## src/rtl/updn_pkg.sv

```systemverilog
package updn_pkg;
  typedef enum logic [1:0] {
    STEP_HOLD = 2'd0,
    STEP_INC  = 2'd1,
    STEP_DEC  = 2'd2
  } step_e;

  function automatic step_e decode_step(input logic inc, input logic dec);
    if (inc && !dec) return STEP_INC;
    if (dec && !inc) return STEP_DEC;
    return STEP_HOLD;
  endfunction
endpackage

```

## src/rtl/updn_sync.sv

```systemverilog
module updn_sync #(
  parameter int unsigned STAGES = 2,
  parameter logic        RST_VAL = 1'b1
) (
  input  logic clk_i,
  input  logic rst_ni,
  input  logic d_i,
  output logic q_o
);
  logic [STAGES-1:0] chain_q;

  for (genvar s = 0; s < STAGES; s++) begin : g_stage
    if (s == 0) begin : g_first
      always_ff @(posedge clk_i or negedge rst_ni) begin
        if (!rst_ni) chain_q[0] <= RST_VAL;
        else         chain_q[0] <= d_i;
      end
    end else begin : g_next
      always_ff @(posedge clk_i or negedge rst_ni) begin
        if (!rst_ni) chain_q[s] <= RST_VAL;
        else         chain_q[s] <= chain_q[s-1];
      end
    end
  end

  assign q_o = chain_q[STAGES-1];
endmodule

```

## src/rtl/updn_rise.sv

```systemverilog
module updn_rise (
  input  logic clk_i,
  input  logic rst_ni,
  input  logic lvl_i,
  output logic rise_o
);
  logic prev_q;

  // starts high so an idle-high strobe is not seen as an edge
  always_ff @(posedge clk_i or negedge rst_ni) begin
    if (!rst_ni) prev_q <= 1'b1;
    else         prev_q <= lvl_i;
  end

  assign rise_o = lvl_i & ~prev_q;
endmodule

```

## src/rtl/updn_core.sv

```systemverilog
module updn_core
  import updn_pkg::*;
#(
  parameter int unsigned WIDTH = 4
) (
  input  logic             clk_i,
  input  logic             rst_ni,
  input  logic             clr_i,
  input  logic             load_ni,
  input  logic [WIDTH-1:0] data_i,
  input  step_e            step_i,
  output logic [WIDTH-1:0] count_o
);
  localparam logic [WIDTH-1:0] ONE = WIDTH'(1);

  logic [WIDTH-1:0] count_q, count_d;

  always_comb begin
    count_d = count_q;
    if (clr_i)         count_d = '0;
    else if (!load_ni) count_d = data_i;
    else begin
      unique case (step_i)
        STEP_INC: count_d = count_q + ONE;
        STEP_DEC: count_d = count_q - ONE;
        default:  count_d = count_q;
      endcase
    end
  end

  always_ff @(posedge clk_i or negedge rst_ni) begin
    if (!rst_ni) count_q <= '0;
    else         count_q <= count_d;
  end

  assign count_o = count_q;
endmodule

```

## src/rtl/updn_flags.sv

```systemverilog
module updn_flags #(
  parameter int unsigned WIDTH = 4
) (
  input  logic [WIDTH-1:0] count_i,
  input  logic             up_lvl_i,
  input  logic             down_lvl_i,
  output logic             carry_no,
  output logic             borrow_no
);
  localparam logic [WIDTH-1:0] MAX_VAL = {WIDTH{1'b1}};

  assign carry_no  = ~((count_i == MAX_VAL) & ~up_lvl_i);
  assign borrow_no = ~((count_i == '0) & ~down_lvl_i);
endmodule

```

## src/rtl/updn_counter.sv

```systemverilog
module updn_counter
  import updn_pkg::*;
#(
  parameter int unsigned WIDTH       = 4,
  parameter int unsigned SYNC_STAGES = 2
) (
  input  logic             clk_i,
  input  logic             rst_ni,
  input  logic             clr_i,
  input  logic             load_ni,
  input  logic [WIDTH-1:0] data_i,
  input  logic             up_i,
  input  logic             down_i,
  output logic [WIDTH-1:0] count_o,
  output logic             carry_no,
  output logic             borrow_no
);
  logic  up_lvl, down_lvl, up_rise, down_rise;
  step_e step;

  updn_sync #(.STAGES(SYNC_STAGES), .RST_VAL(1'b1)) u_sync_up (
    .clk_i(clk_i), .rst_ni(rst_ni), .d_i(up_i), .q_o(up_lvl)
  );
  updn_sync #(.STAGES(SYNC_STAGES), .RST_VAL(1'b1)) u_sync_down (
    .clk_i(clk_i), .rst_ni(rst_ni), .d_i(down_i), .q_o(down_lvl)
  );

  updn_rise u_rise_up (
    .clk_i(clk_i), .rst_ni(rst_ni), .lvl_i(up_lvl), .rise_o(up_rise)
  );
  updn_rise u_rise_down (
    .clk_i(clk_i), .rst_ni(rst_ni), .lvl_i(down_lvl), .rise_o(down_rise)
  );

  assign step = decode_step(up_rise, down_rise);

  updn_core #(.WIDTH(WIDTH)) u_core (
    .clk_i   (clk_i),
    .rst_ni  (rst_ni),
    .clr_i   (clr_i),
    .load_ni (load_ni),
    .data_i  (data_i),
    .step_i  (step),
    .count_o (count_o)
  );

  updn_flags #(.WIDTH(WIDTH)) u_flags (
    .count_i    (count_o),
    .up_lvl_i   (up_lvl),
    .down_lvl_i (down_lvl),
    .carry_no   (carry_no),
    .borrow_no  (borrow_no)
  );
endmodule

```

## config.mk

```make
export PLATFORM = sky130hd
export DESIGN_NAME = updn_counter
export DESIGN_NICKNAME = d
export VERILOG_FILES = /design/src/rtl/updn_pkg.sv /design/src/rtl/updn_sync.sv /design/src/rtl/updn_rise.sv /design/src/rtl/updn_core.sv /design/src/rtl/updn_flags.sv /design/src/rtl/updn_counter.sv
export SDC_FILE = /design/constraint.sdc
export NUM_CORES = 1
export LEC_CHECK = 0
export ABC_AREA = 1
export CORE_UTILIZATION = 39
export CTS_CLUSTER_DIAMETER = 60
export DETAILED_ROUTE_END_ITERATION = 12
export HOLD_SLACK_MARGIN = 0.08
export PLACE_DENSITY = 0.82
export SLEW_MARGIN = 25
export SYNTH_ARGS = -nofsm -noshare
export SYNTH_HDL_FRONTEND = slang
export SYNTH_SLANG_ARGS = --single-unit
```

## constraint.sdc

```tcl
create_clock -name clk_i -period 1.9 [get_ports clk_i]
set_clock_uncertainty 0.05 [all_clocks]
set_input_delay 0.57 -clock clk_i [delete_from_list [all_inputs] [get_ports clk_i]]
set_output_delay 0.57 -clock clk_i [all_outputs]
set_load 0.01 [all_outputs]
```

* Word-level counts from Yosys, hierarchy flattened
Cells that the tools add are included.
Word-level totals: logic and storage cells 38, output and inout port bits 6, bits in registers 10, bits of input ports 10
Operators by class: reductions and logical operators 5, multiplexer cells 10, bitwise logic cells 10, equal/unequal tests 4, $add $sub $neg 2
Operators with widths (count):
- 2-to-1 mux 2 bit | 4
- 2-to-1 mux 4 bit | 2
- case mux 4 bit (2 select lines) | 1
- NOT 1 bit | 6
- adder 4 x 1 -> 4 bit, second input constant | 1
- bitwise AND 1 bit | 4
- == test 4 bit, second input constant | 1
- logical NOT 4 bit | 1
- != test 4 x 2 -> 1 bit, second input constant | 1
- subtractor 4 x 1 -> 4 bit, second input constant | 1
- 2-to-1 mux 1 bit | 3
- == test 2 x 1 -> 1 bit, second input constant | 1
- == test 2 bit, second input constant | 1
- logical AND 1 bit | 2
- logical NOT 1 bit | 2

* Depth between registers and ports, before layout
word-level depth 12, gate-level depth with buffers 12, depth with buffers taken out 12

* Cells and area by module
From an unflattened synthesis, not the netlist that was laid out.
Second synthesis, totals: cell total of the unflattened synthesis 72, area, all modules 576.8 µm²
Modules (own cells, without submodules):
- updn_core | seq. area each 100.1 µm², area each 349.1 µm², cells each 49, instances 1
- updn_sync | seq. area each 52.6 µm², area each 52.6 µm², cells each 2, instances 2
- updn_rise | seq. area each 26.3 µm², area each 36.3 µm², cells each 3, instances 2
- updn_flags | seq. area each 0.0 µm², area each 35.0 µm², cells each 9, instances 1
- updn_counter | seq. area each 0.0 µm², area each 15.0 µm², cells each 4, instances 1

* Worst setup path before layout
OpenSTA, ideal clock, no wires.
kind reg2reg, start register u_sync_down.chain_q[1] (netlist: u_sync_down.q_o), end register u_core.count_q[2] (netlist: u_core.count_o[2]), setup time 0.128 ns, path buffers 0, stages on the path, launching flop included 12, data required time 1.722 ns, data arrival time 1.656 ns, setup slack 0.066 ns, clock period less this slack 1.834 ns, cell sequence dfstp_2 inv_1 nor2_1 ha_1 nand2_1 inv_2 nor2_4 ha_1 a21oi_1 xnor2_1 o21ai_1 o21ai_0
Between the ends: word-level cells in the longest chain between the ends 10, elaborated cells between the ends (all ways) 16, classes of those cells eq/ne (3); mux (9); bitwise (1); reduce/logical (3)
Ends and longest elaborated chain:
- start, declared | line updn_sync.sv:10 | logic [STAGES-1:0] chain_q;
- start signal, assigned by index | line updn_sync.sv:21 | else chain_q[s] <= chain_q[s-1];
- bitwise AND 1 bit * | line updn_rise.sv:15 | assign rise_o = lvl_i & ~prev_q;
- logical AND 1 bit | line updn_pkg.sv:10 | if (dec && !inc) return STEP_DEC;
- 2-to-1 mux 1 bit (2 in a row) | line updn_pkg.sv:10
- 2-to-1 mux 2 bit | line updn_pkg.sv:11 | return STEP_HOLD;
- 2-to-1 mux 2 bit * | line updn_pkg.sv:10
- == test 2 bit / == test 2 x 1 -> 1 bit (equally long branches) | line updn_core.sv:23 | unique case (step_i)
- case mux 4 bit (2 select lines) | line updn_core.sv:23
- 2-to-1 mux 4 bit | line updn_core.sv:21 | else if (!load_ni) count_d = data_i;
- 2-to-1 mux 4 bit | line updn_core.sv:20 | if (clr_i) count_d = '0;
- end signal, assigned | line updn_core.sv:33 | else count_q <= count_d;
- end, declared | line updn_core.sv:16 | logic [WIDTH-1:0] count_q, count_d;
Mark *: on every way between the ends. The rest lies on a longest branch, timed or not. The select of a mux whose other input is x is not followed. A chain may end at the register's enable or synchronous reset.

* Worst setup path after layout
start register u_core.count_q[0] (netlist: u_core.count_o[0]), end output borrow_no
Between the ends: word-level cells in the longest chain between the ends 3
Ends and longest elaborated chain:
- logical NOT 4 bit | line updn_flags.sv:13 | assign borrow_no = ~((count_i == '0) & ~down_lvl_i);
- bitwise AND 1 bit | line updn_flags.sv:13
- NOT 1 bit | line updn_flags.sv:13
- end, declared | line updn_counter.sv:16 | output logic borrow_no
Every way passes these cells.

==> results.py <==
metrics = {
    "status": {
        "outcome": "complete, no violations",
    },
    "place": {
        "dpl.hpwl_um": 925,
        "io_buffers": 15,
        "routabilityCongestion": 0.819,
    },
    "setup_path": {
        "r2r_cells": 14,
        "critPathLaunchType": "flip-flop",
        "rr_startpoint": "u_sync_down.q_o",
        "critPathKind": "reg -> out",
        "endpoint": "borrow_no",
        "cp.arrival_ps": 1240,
        "cp_max_fo": 3,
        "crit_required_ps": 1280,
        "end_kind": "output port",
        "reg2reg_to": "u_core.count_o[3]",
        "ff2ff_setup_slack_ps": 110,
        "crit_start": "u_core.count_o[0]",
    },
    "logic_synthesis": {
        "synth_common_cells": "nand2_1 (13), inv_1 (8), nor2_1 (7), dfstp_2 (6), nand3_1 (6)",
        "synth.distinct_cells": 19,
        "synth_edf_count": 0,
        "yosysSeqAreaShare_pct": 48.4,
        "syn-num-nets": 76,
        "ys_ff_latch": 10,
        "postSynth.asyncResetShare_pct": 100,
        "syn-cell-area_sq_um": 533,
        "synth_area_per_cell_sq_um": 8.46,
        "yosys_warnings": 0,
        "yosysMostFrequentCell": "nand2_1",
        "synth_area_leaders": "dfstp_2 (30%), dfrtp_1 (19%), nand2_1 (9.2%)",
        "ys.flop_type": "dfstp_2",
        "syn_inst": 63,
        "yosys.area.top_type": "dfstp_2",
        "yosysTopAreaCellShare_pct": 29.6,
    },
    "floorplanning": {
        "dieArea_sq_um": 1520,
        "row_count": 12,
        "core_sq_um": 1190,
        "fp.dieW_um": 39.0,
        "num_io_pins": 16,
        "die_height_um": 39.0,
        "start_util_pct": 44.9,
    },
    "power_and_ir_drop": {
        "p_leak_nw": 0.424,
        "powerDensity_nw_per_um2": 713,
        "irDropWorstVdd_mv": 0.496,
        "power.total_w": 0.000603,
    },
    "timing": {
        "setup_violations": 0,
        "grt_setup_unrepaired": "false",
        "period_needed_ps": 1860,
        "relSlewSlack_pct": 70.8,
        "tightest_slew_ps": 437,
        "hold_viol": 0,
        "max_freq_mhz": 536,
        "slew_viol_final": 0,
        "fin_crit_sh_pct": 98.1,
    },
    "layout": {
        "antennaDiodeCount": 0,
        "nets": 106,
        "drive_gt1_share_pct": 37.0,
        "areaGrowthSynthToFinish_pct": 58.7,
        "post-route-util_pct": 71.3,
    },
    "global_routing": {
        "grt.total_usage_pct": 19.3,
        "antenna_found_initial": 0,
        "grt_pass1_wl_um": 1910,
        "overflow": 0,
        "grt_max_degree": 11,
        "grt_pass1_vias": 471,
    },
    "routing": {
        "first_pass_iters": 4,
        "route.detailed.drc": 0,
        "postRouteAntennaNets": 0,
        "vias": 512,
        "avgRoutedWirePerCell_um": 11.5,
        "wirelength_um": 1220,
        "avgViaCountPerCell": 4.83,
        "drt_iter0_markers": 5,
    },
    "clock_network": {
        "path_clk_slew_ps": 70,
        "htree_levels": 1,
        "cts.sinks": 10,
        "cts_hold_buf": 0,
        "cts_tree": "built",
        "cts_buffers": 3,
        "clock-root-buffer": "clkbuf_4",
        "clk_path_buf_depth": 2,
        "clk_latency_ps": 250,
    },
    "worst_hold_path": {
        "hp-class": "reg -> reg",
    },
    "run": {
        "cap_violations": 0,
    },
}
placed cells by master (no fill, tap or decap), types with 2 or more instances in the layout:
master / synthesis / routed
dfstp_2: 6 / 6
clkbuf_4: 0 / 3
dfrtp_1: 4 / 4
nor2_4: 1 / 2
inv_1: 8 / 7
inv_2: 2 / 3
clkdlybuf4s50_1: 0 / 9
nand2_1: 13 / 11
dlygate4sd2_1: 0 / 4
nor2_1: 7 / 6
o21ai_1: 3 / 4
buf_4: 0 / 10
nand3_1: 6 / 6
nand2_2: 1 / 3
through the flow:
stage          TNS [ps]  hold slack, ps  setup slack [ps]  cells  instance area (sq um)
2_1_floorplan         0             224              66.0     63                    533
3_3_place_gp          0             296              23.4     97                    738
3_5_place_dp      -6.87             298             -6.87     97                    738
4_1_cts               0             307              8.23    104                    796
5_1_grt               0             309              1.82    106                    846
6_report              0             305              35.6    106                    846
worst min path at each step:
stage,start,cells after the start,to
2_1_floorplan,rst_ni,0,u_core.count_o[0]
3_3_place_gp,u_sync_down.chain_q[0],0,u_sync_down.q_o
3_5_place_dp,u_sync_up.chain_q[0],0,u_sync_up.q_o
4_1_cts,u_sync_up.chain_q[0],0,u_sync_up.q_o
5_1_grt,u_sync_up.chain_q[0],0,u_sync_up.q_o
6_report,u_sync_up.chain_q[0],0,u_sync_up.q_o
layout make-up:
type / instances / area, sq um
multi-input cells: 43 / 274
clock buffers: 4 / 36.3
repair buffers: 25 / 223
inverters: 10 / 37.5
well taps: 14 / 17.5
fillers: 100 / 340
flip-flops and latches: 10 / 258
logic make-up (layout without fill, tap and decap cells):
family	count (synthesis)	count (layout)	share of synthesized area [%]
buf+inv	10	39	7.04
flops	10	10	48.4
simple gates	32	32	27.9
compound gates	6	6	6.34
fa+ha+maj	3	3	7.04
xor+xnor	2	2	3.29
worst max-delay path, stage by stage, from the launching register on:
cell and delay (ps):
dfrtp_1 410, nor3_1 190, nand3_1 100, dlygate4sd2_1 290
where the power goes:
group          switching (W)  internal (W)  total (W)
logic              0.0000846     0.0000886   0.000173
clock network      0.0000679      0.000116   0.000184
registers          0.0000117      0.000234   0.000246
metal layers:
metal  vias up  wire (um)  GRT usage (%)
li1        258          -              -
met1       240        528           23.3
met2        14        641           34.6
met3         0         52           1.73
met4         0          0           7.76
met5         -          0              0
sequential cells by signal, summed over array words and instances (netlist names):
register             flops
u_sync_up.chain_q        1
u_sync_down.chain_q      1
u_sync_up.q_o            1
u_rise_up.prev_q         1
u_rise_down.prev_q       1
u_sync_down.q_o          1
u_core.count_o           4
timing repair:
| action | in CTS | in global routing |
|---|---|---|
| endpoints found under the setup margin | 5 | 4 |
| buffers inserted | 3 | 2 |
| gates resized for setup | 7 | 11 |
| pin swaps | 0 | 5 |
(Power assumes the default switching activity.)
